$ cat config.mk
export PLATFORM = sky130hd
export DESIGN_NAME = fis_payload_packer
export DESIGN_NICKNAME = d
export VERILOG_FILES = /design/src/rtl/fis_pack_pkg.sv /design/src/rtl/fis_pack_ctrl.sv /design/src/rtl/fis_pack_datapath.sv /design/src/rtl/fis_rx_length.sv /design/src/rtl/fis_payload_packer.sv
export SDC_FILE = /design/constraint.sdc
export NUM_CORES = 1
export LEC_CHECK = 0
export ABC_CLOCK_PERIOD_IN_PS = 4000
export BUFFER_PORTS_ARGS = -buffer_cell sky130_fd_sc_hd__buf_4
export CORE_ASPECT_RATIO = 1.2
export CORE_MARGIN = 2
export CORE_UTILIZATION = 57
export CTS_CLUSTER_DIAMETER = 200
export DETAILED_ROUTE_END_ITERATION = 10
export GPL_TIMING_DRIVEN = 0
export PLACE_DENSITY = 0.8
export SLEW_MARGIN = 25
export SYNTH_ARGS = -nofsm -noshare
export SYNTH_HDL_FRONTEND = slang
export SYNTH_SLANG_ARGS = --single-unit
$ cat constraint.sdc
create_clock -name clk -period 4 [get_ports clk]
set_input_delay 0 -clock clk [delete_from_list [all_inputs] [get_ports clk]]
set_output_delay 0 -clock clk [all_outputs]
set_load 0.01 [all_outputs]
$ cat src/rtl/fis_pack_pkg.sv
package fis_pack_pkg;

  // Strobes from the transmit control to the packing datapath.
  typedef struct packed {
    logic latchLow;   // hold this word as the low half of a pair
    logic emitPair;   // form {inWord, held low half} into the output register
    logic emitOdd;    // form {zero, inWord} for an odd final word
    logic markSof;    // emitted dword opens a frame
    logic markEof;    // emitted dword closes a frame
    logic popOut;     // output register is taken downstream this edge
  } pk_strobe_t;

endpackage

$ cat src/rtl/fis_pack_ctrl.sv
module fis_pack_ctrl
  import fis_pack_pkg::*;
#(
  parameter int CNT_W      = 20,
  parameter int MAX_DWORDS = 2048
) (
  input  logic             clk,
  input  logic             rstN,
  input  logic             txStart,
  input  logic [CNT_W-1:0] txWordCount,
  input  logic             inValid,
  input  logic             outValid,
  input  logic             outReady,
  output logic             inReady,
  output logic             txBusy,
  output pk_strobe_t       strobe
);

  localparam int IDX_W = $clog2(MAX_DWORDS);
  localparam logic [IDX_W-1:0] LAST_IDX = IDX_W'(MAX_DWORDS - 1);
  localparam logic [CNT_W-1:0] ONE_WORD = CNT_W'(1);

  logic             active;
  logic             haveLow;
  logic [CNT_W-1:0] wordsLeft;
  logic [IDX_W-1:0] frameIdx;

  logic canEmit;
  logic lastWord;
  logic needSlot;
  logic accept;
  logic emitAny;
  logic startOk;

  always_comb begin
    canEmit  = !outValid || outReady;
    lastWord = (wordsLeft == ONE_WORD);
    // A word that completes a dword needs a free output slot; a low half does not.
    needSlot = haveLow || lastWord;
    inReady  = active && (!needSlot || canEmit);
    accept   = inValid && inReady;

    strobe.latchLow = accept && !haveLow && !lastWord;
    strobe.emitPair = accept && haveLow;
    strobe.emitOdd  = accept && !haveLow && lastWord;
    strobe.markSof  = (frameIdx == '0);
    strobe.markEof  = lastWord || (frameIdx == LAST_IDX);
    strobe.popOut   = outValid && outReady;

    emitAny = strobe.emitPair || strobe.emitOdd;
    startOk = txStart && !active && !outValid && (txWordCount != '0);
    txBusy  = active || outValid;
  end

  always_ff @(posedge clk or negedge rstN) begin
    if (!rstN) begin
      active    <= 1'b0;
      haveLow   <= 1'b0;
      wordsLeft <= '0;
      frameIdx  <= '0;
    end else if (startOk) begin
      active    <= 1'b1;
      haveLow   <= 1'b0;
      wordsLeft <= txWordCount;
      frameIdx  <= '0;
    end else if (accept) begin
      wordsLeft <= wordsLeft - ONE_WORD;
      haveLow   <= strobe.latchLow;
      if (lastWord) begin
        active <= 1'b0;
      end
      if (emitAny) begin
        frameIdx <= strobe.markEof ? '0 : frameIdx + IDX_W'(1);
      end
    end
  end

endmodule

$ cat src/rtl/fis_pack_datapath.sv
module fis_pack_datapath
  import fis_pack_pkg::*;
#(
  parameter int WORD_W = 16
) (
  input  logic                clk,
  input  logic                rstN,
  input  pk_strobe_t          strobe,
  input  logic [WORD_W-1:0]   inWord,
  output logic [2*WORD_W-1:0] outDword,
  output logic                outValid,
  output logic                outSof,
  output logic                outEof
);

  localparam int DWORD_W = 2 * WORD_W;

  logic [WORD_W-1:0]  lowHalf;
  logic [DWORD_W-1:0] nextDword;
  logic               emitAny;

  always_comb begin
    emitAny   = strobe.emitPair || strobe.emitOdd;
    nextDword = strobe.emitPair ? {inWord, lowHalf}
                                : {{WORD_W{1'b0}}, inWord};
  end

  always_ff @(posedge clk or negedge rstN) begin
    if (!rstN) begin
      lowHalf <= '0;
    end else if (strobe.latchLow) begin
      lowHalf <= inWord;
    end
  end

  always_ff @(posedge clk or negedge rstN) begin
    if (!rstN) begin
      outDword <= '0;
      outValid <= 1'b0;
      outSof   <= 1'b0;
      outEof   <= 1'b0;
    end else if (emitAny) begin
      outDword <= nextDword;
      outValid <= 1'b1;
      outSof   <= strobe.markSof;
      outEof   <= strobe.markEof;
    end else if (strobe.popOut) begin
      outValid <= 1'b0;
    end
  end

endmodule

$ cat src/rtl/fis_rx_length.sv
module fis_rx_length #(
  parameter int CNT_W      = 20,
  parameter int MAX_DWORDS = 2048
) (
  input  logic             clk,
  input  logic             rstN,
  input  logic             rxStart,
  input  logic [CNT_W-1:0] rxExpected,
  input  logic             rxValid,
  input  logic             rxSof,
  input  logic             rxEof,
  input  logic             rxDone,
  output logic             rxLenErr
);

  localparam int FCNT_W = $clog2(MAX_DWORDS + 1);
  localparam logic [FCNT_W-1:0] FRAME_CAP = FCNT_W'(MAX_DWORDS);

  logic [CNT_W-1:0]  expReg;
  logic [CNT_W-1:0]  total;
  logic [FCNT_W-1:0] frameCnt;
  logic              inFrame;
  logic              overrun;

  logic takeSof;
  logic takeMid;
  logic counted;
  logic tooLong;

  always_comb begin
    takeSof = rxValid && rxSof;
    takeMid = rxValid && !rxSof && inFrame;
    counted = takeSof || takeMid;
    tooLong = takeMid && (frameCnt == FRAME_CAP);
  end

  always_ff @(posedge clk or negedge rstN) begin
    if (!rstN) begin
      expReg   <= '0;
      total    <= '0;
      frameCnt <= '0;
      inFrame  <= 1'b0;
      overrun  <= 1'b0;
      rxLenErr <= 1'b0;
    end else if (rxStart) begin
      expReg   <= rxExpected;
      total    <= '0;
      frameCnt <= '0;
      inFrame  <= 1'b0;
      overrun  <= 1'b0;
      rxLenErr <= 1'b0;
    end else begin
      if (counted) begin
        total    <= total + CNT_W'(1);
        frameCnt <= takeSof ? FCNT_W'(1) : frameCnt + FCNT_W'(1);
        inFrame  <= !rxEof;
      end
      if (tooLong) begin
        overrun <= 1'b1;
      end
      if (rxDone) begin
        rxLenErr <= rxLenErr || overrun || (total != expReg);
      end
    end
  end

endmodule

$ cat src/rtl/fis_payload_packer.sv
module fis_payload_packer
  import fis_pack_pkg::*;
#(
  parameter int WORD_W     = 16,
  parameter int CNT_W      = 20,
  parameter int MAX_DWORDS = 2048
) (
  input  logic                clk,
  input  logic                rstN,
  input  logic                txStart,
  input  logic [CNT_W-1:0]    txWordCount,
  output logic                txBusy,
  input  logic [WORD_W-1:0]   inWord,
  input  logic                inValid,
  output logic                inReady,
  output logic [2*WORD_W-1:0] outDword,
  output logic                outValid,
  input  logic                outReady,
  output logic                outSof,
  output logic                outEof,
  input  logic                rxStart,
  input  logic [CNT_W-1:0]    rxExpected,
  input  logic                rxValid,
  input  logic                rxSof,
  input  logic                rxEof,
  input  logic                rxDone,
  output logic                rxLenErr
);

  pk_strobe_t strobe;

  fis_pack_ctrl #(
    .CNT_W      (CNT_W),
    .MAX_DWORDS (MAX_DWORDS)
  ) i_ctrl (
    .clk         (clk),
    .rstN        (rstN),
    .txStart     (txStart),
    .txWordCount (txWordCount),
    .inValid     (inValid),
    .outValid    (outValid),
    .outReady    (outReady),
    .inReady     (inReady),
    .txBusy      (txBusy),
    .strobe      (strobe)
  );

  fis_pack_datapath #(
    .WORD_W (WORD_W)
  ) i_datapath (
    .clk      (clk),
    .rstN     (rstN),
    .strobe   (strobe),
    .inWord   (inWord),
    .outDword (outDword),
    .outValid (outValid),
    .outSof   (outSof),
    .outEof   (outEof)
  );

  fis_rx_length #(
    .CNT_W      (CNT_W),
    .MAX_DWORDS (MAX_DWORDS)
  ) i_rx (
    .clk        (clk),
    .rstN       (rstN),
    .rxStart    (rxStart),
    .rxExpected (rxExpected),
    .rxValid    (rxValid),
    .rxSof      (rxSof),
    .rxEof      (rxEof),
    .rxDone     (rxDone),
    .rxLenErr   (rxLenErr)
  );

endmodule

* After elaboration in Yosys (flattened, before gate mapping) *
Index checks and enable logic that the tools add are counted.

operators by class
  add/sub/neg operators = 4
  equal/unequal tests = 4
  multiplexer cells = 25
  reductions and logical operators = 41

operators by type and width
  kind                                                                  number
  20-bit two-way mux                                                    4
  11-bit two-way mux                                                    4
  12-bit two-way mux                                                    3
  32-bit two-way mux                                                    1
  20-bit by 1-bit adder with 20-bit output, second input constant       1
  20-bit by 1-bit == test with 1-bit output, second input constant      1
  20-bit != test                                                        1
  20-bit nonzero test                                                   1
  20-bit by 1-bit subtractor with 20-bit output, second input constant  1
  1-bit logical AND                                                     14
  2-bit nonzero test                                                    7
  1-bit two-way mux                                                     13
  12-bit by 1-bit adder with 12-bit output, second input constant       1
  12-bit == test, second input constant                                 1
  11-bit by 1-bit adder with 11-bit output, second input constant       1
  11-bit == test, second input constant                                 1
  11-bit logical NOT                                                    1
  1-bit logical OR                                                      9
  1-bit logical NOT                                                     7
  2-bit AND reduction                                                   2

storage, ports and cells
  register bits after elaboration = 139
  bits of input ports = 66
  output and inout port bits = 38
  word-level logic and storage cells = 89

* Depth between registers and ports, before layout *
Gate-level depths: netlist (run 1).

  word-level depth = 12
  depth in mapped cells = 10
  mapped depth without buffers = 7

* Hierarchy *
From an unflattened synthesis (run 1), not the netlist that was laid out.

second synthesis, totals
  cell total of the unflattened synthesis = 647
  area total of the unflattened synthesis = 7024.2 µm²

modules (own cells, without submodules)
  module             instances  cells an instance  area an instance (µm²)  sequential area each (µm²)
  fis_rx_length      1          263                2802.7                  1376.3
  fis_pack_ctrl      1          238                2174.6                  825.8
  fis_pack_datapath  1          146                2047.0                  1276.2

* Least setup slack after synthesis (run 1) *
Ideal clock, no wire load.

  kind = register to register
  from = reg i_ctrl.wordsLeft[7]
  to = reg i_ctrl.wordsLeft[16]
  setup time = 0.124 ns
  data arrival time = 2.676 ns
  required time = 3.876 ns
  slack = 1.201 ns
  stages on the path, launching flop included = 11
  path buffers = 4
  clock period less this slack = 2.799 ns
  cell sequence = dfrtp_1 or4_1 buf_2 or3_1 buf_6 or3_1 buf_6 o21ai_4 buf_6 o21ai_2 a211o_1

between the ends
  cells in the longest elaborated chain, start to end = 7
  elaborated cells between the ends (all ways) = 10
  those cells by class = add/sub: 1; eq/ne: 1; mux: 2; reduce/logical: 6

RTL lines
  element                                                                                RTL line             RTL
  from (decl)                                                                            fis_pack_ctrl.sv:25  logic [CNT_W-1:0] wordsLeft;
  from (signal assigned)                                                                 fis_pack_ctrl.sv:64  wordsLeft <= txWordCount;
  from (signal assigned)                                                                 fis_pack_ctrl.sv:67  wordsLeft <= wordsLeft - ONE_WORD;
  branches (longest 7 deep; another with 20-bit by 1-bit subtractor with 20-bit output)  -

Parallel ways; which one is timed is not known. The select of a mux whose other input is x is not followed.
A chain may end at the register's enable or synchronous reset.

* Final worst setup path (run 1) *
  from = reg i_ctrl.wordsLeft[7]
  to = reg i_ctrl.wordsLeft[9]

The elaborated chain is that of the path after synthesis.

==> impl_metrics.csv, run 1 <==
group,metric,value,unit
run_status,outcome,"completed",
synthesis,post_synth_arst_share,100,%
clock_tree,numClockSinks,139,
synthesis,synth_warnings,0,
final_layout,area_growth_syn_to_layout,33.2,%
clock_tree,htree_levels,4,
drt,drt_first_pass_iters,5,
final_layout,final.fill_count,745,
worst_setup_path,crit_arrival,3.49,ns
clock_tree,clock_path_buffers,2,
pwr,p_leak,3.90,nW
place,hpwlAfterDp,12000,um
pwr,switching_share,30.7,%
clock_tree,cts_root_buf,"clkbuf_16",
floorplan,start_util,58.3,%
worst_setup_path,worst-path-max-fanout,10,
synthesis,synth_instances,643,
timing,clock.fmax,313,MHz
clock_tree,postCtsSetupBuffers,0,
timing,min_period_over_period,79.8,%
pwr,power.sequential.fraction,41.1,%
min_path,hold_end,"i_rx.frameCnt[0]",
drt,drt_wl_total,18400,um
pwr,cell_internal_pwr,3.37,mW
drt,detail_route.vias_per_cell,6.01,
synthesis,synth_cell_types,54,
floorplan,placeableCoreArea,0.0115,mm2
worst_setup_path,setup.reg_to_reg.worst_slack,0.81,ns
pwr,p_sw,1.49,mW
drt,antenna_left,0,
synthesis,post_synth.cell_area_avg,10.4,um2
global_route,grt_pass1_vias,6172,
drt,first_iter_violations,465,
pwr,combinational_power_share,25.9,%
worst_setup_path,critical_path_data_required_time,4.30,ns
floorplan,chipWidth,103,um
final_layout,antenna_cells_inserted,0,
min_path,hold_path_depth,3,
global_route,combined_global_route_utilization_of_all_metal_layers,30.3,%
timing,period_minus_slack,3.19,ns
drt,detail_route.wl_per_cell,18.5,um
final_layout,multiInputGateArea,0.00307,mm2
floorplan,fp.dieArea,0.0127,mm2
worst_setup_path,setup.worst_path.class,"reg -> reg",
place,placement.io_buffers,103,
floorplan,io-pin-count,104,
final_layout,layout-drive-gt1-share,22.4,%
final_layout,num-nets-final,901,
place,gp_congestion,0.886,
global_route,grt_max_degree,94,
floorplan,die_y,123,um
clock_tree,insertion_delay,0.42,ns
timing,number_of_hold_violations_in_the_final_report,0,
pwr,ir_worst_vdd,0.416,mV
worst_setup_path,timing.critical_path.from_type,"register",
synthesis,register_area_share_after_synthesis,51.8,%
pwr,power.share.clock,33.0,%
final_layout,layout.cells.most_common,"dfrtp_1",
global_route,grt_antenna_before_repair,0,
pwr,finalPower,4.86,mW
timing,worst_rel_slew_slack,41.8,%
synthesis,ys_seq_elements,139,
min_path,hp-class,"in -> reg",
clock_tree,tritoncts,"built",
min_path,worst_hold_startpoint,"rxValid",
floorplan,std_cell_rows,43,
timing,max_slew.worst_pin.slew,0.866,ns
global_route,grt_first_pass_wirelength,29700,um
pwr,power_density_relative_to_cell_area,543,mW/mm2
drt,drc,0,
final_layout,regArea,0.00348,mm2
job,drv_cap,0,
timing,final.setup_skew,0.00890,ns
synthesis,synth_area,0.00672,mm2
worst_setup_path,reg2reg_to,"i_ctrl.wordsLeft[9]",
synthesis,synth.net_count,716,
worst_setup_path,end_kind,"register",
synthesis,yosys_most_used_dff,"dfrtp_1",
synthesis,synth_edf_count,0,
worst_setup_path,worstRegToRegCells,9,
final_layout,mostFrequentLayoutCells,"dfrtp_1 (139), buf_4 (102), nor2_1 (66)",
drt,num_vias,6002,
worst_setup_path,rr_startpoint,"i_ctrl.wordsLeft[7]",
timing,timing_max_transition_violations_final,0,
clock_tree,clkTransAtPathRegs,0.06,ns
global_route,globalRoute.totalOverflow,0,
clock_tree,tritoncts.num_buffers,17,
timing,rsz_0062_raised_after_global_routing,"false",
timing,setup_total_negative_slack,0,ns
timing,setup-violations-final,0,
[registers in the layout, indices dropped and copies added (netlist names), 11 cells and up]
name	cells
i_datapath.outDword	32
i_datapath.lowHalf	16
i_ctrl.wordsLeft	20
i_rx.total	20
i_rx.expReg	20
i_rx.frameCnt	12
i_ctrl.frameIdx	11
[routing by layer]
layer  GRT usage, %  vias to the layer above  part of all wire, %
li1               -                     2726                    -
met1           36.8                     2970                   40
met2           51.6                      263                   52
met3           7.35                       43                  5.9
met4           12.5                        0                  2.3
met5              0                        -                    0
[worst max-delay path by stage]
stage	startpoint	end	slack, ns	depth (start not counted)
detailed placement	i_ctrl.wordsLeft[12]	i_datapath.lowHalf[14]	0.90	7
CTS	i_ctrl.wordsLeft[12]	i_datapath.lowHalf[14]	0.78	7
global placement	i_ctrl.wordsLeft[7]	i_ctrl.wordsLeft[9]	0.94	9
floorplan	i_ctrl.wordsLeft[7]	i_ctrl.wordsLeft[16]	1.20	10
finish	i_ctrl.wordsLeft[7]	i_ctrl.wordsLeft[9]	0.81	9
global route	i_ctrl.wordsLeft[14]	i_ctrl.frameIdx[3]	0.66	8
[power by group through the flow]
stage | Clock, mW | Sequential, mW | Combinational [mW]
2_1_floorplan | 0 | 2.03 | 0.582
3_3_place_gp | 0 | 1.98 | 1.14
3_5_place_dp | 0 | 2.00 | 1.19
4_1_cts | 1.61 | 1.98 | 1.25
5_1_grt | 1.67 | 2.03 | 1.37
6_report | 1.60 | 2.00 | 1.26
[kinds of logic (layout without fill, tap and decap cells)]
| family | after synthesis | after routing | synth area share [%] |
|---|---|---|---|
| simple gates | 217 | 217 | 15.9 |
| compound gates | 156 | 156 | 16.1 |
| flops | 139 | 139 | 51.8 |
| xor+xnor | 46 | 46 | 6.00 |
| buf+inv | 41 | 239 | 2.66 |
| mux | 37 | 37 | 6.18 |
| fa+ha+maj | 7 | 7 | 1.30 |
[synthesized netlist by cell type (all sizes together), types with 5 or more instances]
cell type / number / share of area (%)
dfrtp: 139 / 52
nor2: 67 / 3.9
o21ai: 49 / 3.9
nand2: 43 / 2.4
mux2: 36 / 6.0
a22oi: 32 / 3.6
xnor2: 26 / 3.4
nand3: 23 / 1.7
clkbuf: 21 / 1.2
a22o: 20 / 2.6
xor2: 20 / 2.6
nor4: 19 / 2.0
nor3: 18 / 1.3
a21oi: 15 / 1.1
inv: 13 / 0.73
or3: 11 / 1.0
and3: 9 / 0.84
nand4: 9 / 0.84
buf: 7 / 0.76
ha: 7 / 1.3
a221o: 6 / 0.89
a31oi: 6 / 0.56
o211ai: 5 / 0.56
[repair_timing]
item	4_1_cts	5_1_grt
resized for setup	0	0
hold buffers	62	0
endpoints found under the hold margin	231	0
[layout make-up]
cell class | count | share of cell area [%]
buffer | 28 | 1.45
sequential | 139 | 38.9
clock buffer | 18 | 4.80
timing repair buffer | 166 | 16.0
tap | 157 | 2.20
inverter | 13 | 0.545
multi-input combinational | 463 | 34.3
clock inverter | 14 | 1.89
[through the flow]
step | setup slack (ns) | hold WS (ns) | std cells | util (%) | cell area (um2)
after detailed placement | 0.896 | -0.0772 | 904 | 67.1 | 7720
after global routing | 0.664 | 0.0397 | 998 | 77.7 | 8950
after floorplan | 1.20 | -0.296 | 643 | - | 6720
final | 0.810 | 0.0387 | 998 | 77.7 | 8950
after CTS | 0.781 | 0.0220 | 998 | 77.6 | 8940
after global placement | 0.937 | 0.188 | 903 | 66.8 | 7690
[critical path, stage by stage, from the launching register on]
cell and delay, ns:
dfrtp_1 0.40, or4_1 0.51, buf_2 0.17, or3_1 0.37, buf_6 0.16, nor4_4 0.49
o21ai_1 0.18, clkbuf_1 0.29, a21boi_1 0.21, o221a_2 0.29
Power figures use the tool's default switching activity.
==> inputs of run 2 (changes only) <==
- ABC_CLOCK_PERIOD_IN_PS: 4000 -> 3000
- clock period: 4 -> 3 ns (I/O delays scaled with it)
==> impl_metrics.csv, run 2 (same netlist as run 1, synthesis figures left out) <==
group,metric,value,unit
floorplan,start_util,58.3,%
min_path,hp-class,"in -> reg",
drt,drc,0,
pwr,combinational_power_share,26.2,%
place,post-place-cells,904,
clock_tree,insertion_delay,0.42,ns
global_route,combined_global_route_utilization_of_all_metal_layers,30.8,%
timing,max_slew.worst_pin.slew,0.980,ns
worst_setup_path,timing.critical_path.from_type,"register",
pwr,cell_internal_pwr,4.50,mW
pwr,ir_worst_vdd,0.570,mV
worst_setup_path,worst-path-max-fanout,7,
clock_tree,clkTransAtPathRegs,0.06,ns
worst_setup_path,slowest_stage_delay_on_critical_path,0.54,ns
min_path,hold_end,"i_rx.frameCnt[0]",
drt,num_vias,6143,
clock_tree,tritoncts,"built",
timing,clock.fmax,335,MHz
worst_setup_path,worstRegToRegCells,10,
timing,min_period_over_period,99.5,%
pwr,p_leak,3.99,nW
timing,final.setup_skew,0.00995,ns
floorplan,placeableCoreArea,0.0115,mm2
pwr,finalPower,6.52,mW
final_layout,num-nets-final,914,
final_layout,largest_register_ff_count,32,
worst_setup_path,reg2reg_to,"i_ctrl.wordsLeft[8]",
place,placement.io_buffers,103,
job,drv_cap,0,
timing,number_of_hold_violations_in_the_final_report,0,
pwr,power.share.clock,32.8,%
pwr,switching_share,30.9,%
worst_setup_path,end_kind,"register",
worst_setup_path,setup.worst_path.class,"reg -> reg",
final_layout,layout.cells.most_common,"dfrtp_1",
drt,antenna_left,0,
pwr,power.sequential.fraction,41.0,%
floorplan,die_y,123,um
timing,rsz_0062_raised_after_global_routing,"true",
final_layout,multiInputGateArea,0.00310,mm2
clock_tree,htree_levels,4,
place,hpwlAfterDp,12000,um
global_route,grt_antenna_before_repair,0,
final_layout,regArea,0.00348,mm2
drt,detail_route.vias_per_cell,6.08,
worst_setup_path,worstPathCellList,"or4_4 -> buf_6 -> or3_4 -> buf_6 -> or3_4 -> buf_6 -> o21ai_4 -> buf_6 -> o21ai_1 -> a221o_1",
worst_setup_path,critical_path_data_required_time,3.29,ns
global_route,grt_pass1_vias,6236,
worst_setup_path,setup.reg_to_reg.worst_slack,0.01,ns
final_layout,mostFrequentLayoutCells,"dfrtp_1 (139), buf_4 (115), nor2_1 (66)",
timing,setup-violations-final,0,
run_status,outcome,"completed",
clock_tree,clock_path_buffers,2,
place,gp_congestion,0.886,
final_layout,area_growth_syn_to_layout,35.5,%
clock_tree,tritoncts.num_buffers,17,
min_path,hold_path_depth,3,
final_layout,layout-drive-gt1-share,24.8,%
drt,detail_route.wl_per_cell,19.0,um
worst_setup_path,worst_path_dominant_cell_family,"simple AND/OR/NAND/NOR gates",
clock_tree,numClockSinks,139,
floorplan,chipWidth,103,um
worst_setup_path,critical-path-top-cell-by-count,"buf_6",
floorplan,fp.dieArea,0.0127,mm2
drt,drt_wl_total,19200,um
worst_setup_path,rr_startpoint,"i_ctrl.wordsLeft[5]",
drt,drt_first_pass_iters,5,
final_layout,largest_register,"i_datapath.outDword",
timing,timing_max_transition_violations_final,0,
drt,first_iter_violations,510,
timing,period_minus_slack,2.99,ns
final_layout,antenna_cells_inserted,0,
global_route,grt_max_degree,94,
worst_setup_path,cp_num_buf_inv,4,
global_route,globalRoute.totalOverflow,0,
floorplan,io-pin-count,104,
timing,setup_total_negative_slack,0,ns
final_layout,layout.cells.non_filler,1011,
pwr,p_sw,2.02,mW
timing,worst_rel_slew_slack,34.1,%
global_route,grt_first_pass_wirelength,30200,um
worst_setup_path,timing.critical_path.slowest_stage_cell,"or4_4",
final_layout,final.fill_count,718,
worst_setup_path,crit_arrival,3.28,ns
worst_setup_path,worst-path-stages,10,
min_path,worst_hold_startpoint,"rxValid",
clock_tree,cts_root_buf,"clkbuf_16",
pwr,power_density_relative_to_cell_area,717,mW/mm2
floorplan,std_cell_rows,43,
-- run 2: worst max-delay path by stage --
stage,from,endpoint,slack [ns]
after floorplan,i_ctrl.wordsLeft[7],i_ctrl.wordsLeft[16],0.20
after global placement,i_ctrl.wordsLeft[7],i_ctrl.wordsLeft[9],-0.06
after detailed placement,i_ctrl.wordsLeft[12],i_datapath.lowHalf[14],-0.10
after CTS,i_ctrl.wordsLeft[7],i_ctrl.wordsLeft[15],0.008
after global routing,i_ctrl.wordsLeft[5],i_datapath.outDword[10],-0.05
final,i_ctrl.wordsLeft[5],i_ctrl.wordsLeft[8],0.01
-- run 2: worst reg2reg max path, cell delays in order (launching register included) --
cell	delay, ns
dfrtp_1	0.41
or4_4	0.55
buf_6	0.14
or3_4	0.33
buf_6	0.15
or3_4	0.37
buf_6	0.15
o21ai_4	0.20
buf_6	0.15
o21ai_1	0.07
a221o_1	0.35
-- run 2: repair_timing --
action,in CTS,in global routing
endpoints found under the hold margin,231,0
resized for setup,4,19
pin swaps,2,7
endpoints found under the setup margin,32,42
buffers inserted,3,11
hold buffers,62,0
-- run 2: metal layers --
layer,track usage [%],vias up,share of wire (%)
li1,-,2752,-
met1,37.7,3010,39
met2,52.0,317,52
met4,13.6,0,2.9
met3,7.12,64,6.7
met5,0,-,0
-- run 2: area by class of cell --
cell class / count / area share (%)
buffer: 27 / 1.53
clock buffer: 18 / 4.72
clock inverter: 14 / 1.86
inverter: 13 / 0.536
multi-input combinational: 463 / 34.0
sequential: 139 / 38.2
tap: 157 / 2.16
timing repair buffer: 180 / 16.9
-- run 2: power groups by stage --
| stage | logic (mW) | clock network [mW] | registers [mW] |
|---|---|---|---|
| floorplan | 0.776 | 0 | 2.71 |
| global placement | 1.52 | 0 | 2.64 |
| detailed placement | 1.59 | 0 | 2.67 |
| CTS | 1.67 | 2.14 | 2.65 |
| global route | 1.86 | 2.23 | 2.71 |
| finish | 1.71 | 2.14 | 2.67 |
-- run 2: stage by stage --
stage	hold WS (ns)	instance area, um2	util (%)	setup slack (ns)
after global routing	0.0399	9100	79.0	-0.0469
after global placement	0.188	7690	66.8	-0.0634
final	0.0376	9100	79.0	0.0147
after floorplan	-0.296	6720	-	0.201
after detailed placement	-0.0772	7720	67.1	-0.104
after CTS	0.0220	8970	78.0	0.00843
==> inputs of run 3 (changes only) <==
- CELL_PAD_IN_SITES_DETAIL_PLACEMENT: not set -> 2
- CELL_PAD_IN_SITES_GLOBAL_PLACEMENT: not set -> 2
- CORE_UTILIZATION: 57 -> 36
- PLACE_DENSITY: 0.8 -> not set
- PLACE_DENSITY_LB_ADDON: not set -> 0.1
- SETUP_SLACK_MARGIN: not set -> 0.4
==> impl_metrics.csv, run 3 (same netlist as run 1, synthesis figures left out) <==
group,metric,value,unit
timing,period_minus_slack,3.10,ns
worst_setup_path,setup.reg_to_reg.worst_slack,-0.1,ns
place,gp_congestion,0.830,
timing,worst_rel_slew_slack,45.4,%
pwr,finalPower,7.38,mW
run_status,outcome,"finished, violations left",
floorplan,io-pin-count,104,
worst_setup_path,setup.worst_path.class,"reg -> reg",
floorplan,placeableCoreArea,0.0182,mm2
worst_setup_path,worstRegToRegCells,9,
clock_tree,tritoncts,"built",
drt,antenna_left,0,
timing,clock.fmax,323,MHz
worst_setup_path,worst-path-max-fanout,5,
final_layout,area_growth_syn_to_layout,52.2,%
drt,wl_met2,18600,um
job,drv_cap,0,
min_path,worst_hold_startpoint,"rxSof",
place,placement.cell_area,0.00782,mm2
worst_setup_path,worst_path_dominant_cell_family,"simple AND/OR/NAND/NOR gates",
place,dp_worst_setup_slack,-0.242,ns
min_path,hold_end,"i_rx.frameCnt[5]",
worst_setup_path,crit_arrival,3.41,ns
worst_setup_path,cp_num_buf_inv,3,
min_path,hold_path_depth,4,
run_status,violations,"setup timing",
timing,final.setup_skew,0.0131,ns
floorplan,chipWidth,129,um
timing,pnr_worst_setup_slack,-0.0983,ns
floorplan,std_cell_rows,54,
drt,num_vias,6870,
global_route,combined_global_route_utilization_of_all_metal_layers,30.0,%
worst_setup_path,worstPathCellList,"or4_4 -> or4_4 -> buf_8 -> or3_4 -> buf_6 -> o21ai_4 -> buf_6 -> o21ai_0 -> a221o_1",
global_route,grt_antenna_before_repair,1,
final_layout,largest_register,"i_datapath.outDword",
global_route,grt_pass1_vias,7604,
worst_setup_path,timing.critical_path.from_type,"register",
drt,first_iter_violations,373,
clock_tree,insertion_delay,0.44,ns
clock_tree,numClockSinks,139,
worst_setup_path,slowest_stage_delay_on_critical_path,0.56,ns
timing,number_of_hold_violations_in_the_final_report,0,
timing,max_slew.worst_pin.slew,0.812,ns
worst_setup_path,critical_path_data_required_time,3.31,ns
worst_setup_path,timing.critical_path.slowest_stage_cell,"or4_4",
drt,wirelength_met1,13100,um
final_layout,finalInstanceArea,0.0102,mm2
drt,detail_route.wl_per_cell,31.2,um
clock_tree,clkTransAtPathRegs,0.07,ns
worst_setup_path,end_kind,"register",
final_layout,mostFrequentLayoutCells,"dfrtp_1 (138), buf_4 (124), nor2_1 (61)",
timing,timing_max_transition_violations_final,0,
floorplan,die_y,154,um
place,placement.io_buffers,103,
clock_tree,clock_path_buffers,2,
final_layout,largest_register_ff_count,32,
final_layout,num-nets-final,962,
drt,drt_first_pass_iters,5,
final_layout,layout-drive-gt1-share,37.6,%
worst_setup_path,rr_startpoint,"i_ctrl.wordsLeft[14]",
timing,setup-violations-final,8,
final_layout,layout.cells.most_common,"dfrtp_1",
drt,drt_wl_total,35200,um
global_route,grt_first_pass_wirelength,44900,um
pwr,power_density_relative_to_cell_area,722,mW/mm2
clock_tree,tritoncts.num_buffers,17,
timing,rsz_0062_raised_after_global_routing,"true",
timing,setup_total_negative_slack,-0.427,ns
global_route,grt_max_degree,90,
worst_setup_path,reg2reg_to,"i_ctrl.wordsLeft[5]",
clock_tree,htree_levels,4,
min_path,hp-class,"in -> reg",
pwr,p_leak,4.46,nW
floorplan,fp.dieArea,0.0198,mm2
final_layout,final.fill_count,1757,
timing,min_period_over_period,103,%
global_route,globalRoute.totalOverflow,0,
drt,detail_route.vias_per_cell,6.10,
drt,route.top_layer_used,"met4",
drt,met3_length,1580,um
floorplan,start_util,36.8,%
place,hpwlAfterDp,15600,um
drt,drc,0,
pwr,ir_worst_vdd,0.453,mV
clock_tree,cts_root_buf,"clkbuf_16",
==> run 3: cell count changes in the layout (fill, tap and decap cells not counted), moves of 9 or more <==
| cell | before | now |
|---|---|---|
| buf_6 | 6 | 43 |
| o21ai_0 | 37 | 14 |
| a22oi_1 | 32 | 16 |
| a22oi_2 | 0 | 16 |
| mux2_2 | 36 | 20 |
| mux2_4 | 0 | 16 |
| o21ai_2 | 3 | 15 |
| buf_4 | 115 | 124 |
| clkbuf_1 | 18 | 9 |
==> run 3: cell type report <==
type / instances / area (um2) / area share [%]
well taps: 224 / 280 / 2.74
flip-flops and latches: 139 / 3480 / 34.0
inverters: 13 / 48.8 / 0.477
plain buffers: 28 / 233 / 2.28
repair buffers: 226 / 2050 / 20.1
clock inverters: 14 / 113 / 1.10
multi-input cells: 464 / 3570 / 34.9
diodes: 1 / 2.50 / 0.0245
clock buffers: 18 / 439 / 4.30
==> run 3: what timing repair did <==
| item | 4_1_cts | 5_1_grt |
|---|---|---|
| pin swaps | 30 | 42 |
| setup buffers | 35 | 22 |
| gates cloned | 2 | 4 |
| gates resized for setup | 87 | 142 |
| endpoints found under the hold margin | 230 | 3 |
| hold buffers | 59 | 1 |
| setup endpoints to repair | 87 | 85 |
==> run 3: worst min-delay path, stage by stage <==
cell and delay [ns]:
buf_4 0.11, nand2_1 0.06, nand2_1 0.20, nor2_1 0.08
==> run 3: power breakdown <==
part / switching [mW] / internal [mW]
Sequential: 0.515 / 2.31
Combinational: 1.25 / 1.18
Clock: 1.02 / 1.10
Total: 2.78 / 4.60
==> run 3: per-layer routing <==
layer / vias to the layer above / GRT usage (%)
li1: 2847 / -
met1: 3626 / 33.6
met2: 274 / 55.1
met3: 123 / 5.05
met4: 0 / 13.5
met5: - / 0
==> run 3: worst max-delay path by stage <==
stage | from | end | slack, ns | cells past startpoint
global placement | i_ctrl.wordsLeft[7] | i_datapath.lowHalf[15] | -0.28 | 8
floorplan | i_ctrl.wordsLeft[14] | i_ctrl.wordsLeft[16] | 0.22 | 9
CTS | i_ctrl.wordsLeft[7] | i_datapath.lowHalf[2] | 0.13 | 8
detailed placement | i_ctrl.wordsLeft[7] | i_datapath.outDword[16] | -0.24 | 8
global route | i_datapath.outValid | i_datapath.outDword[10] | -0.16 | 6
finish | i_ctrl.wordsLeft[14] | i_ctrl.wordsLeft[5] | -0.1 | 9
==> run 3: through the flow <==
step	instances	utilization (%)	hold slack (ns)
2_1_floorplan	643	-	-0.296
3_3_place_gp	970	42.7	0.188
3_5_place_dp	971	42.9	-0.0552
4_1_cts	1099	52.5	-0.181
5_1_grt	1127	56.0	0.0995
6_report	1127	56.0	0.0548
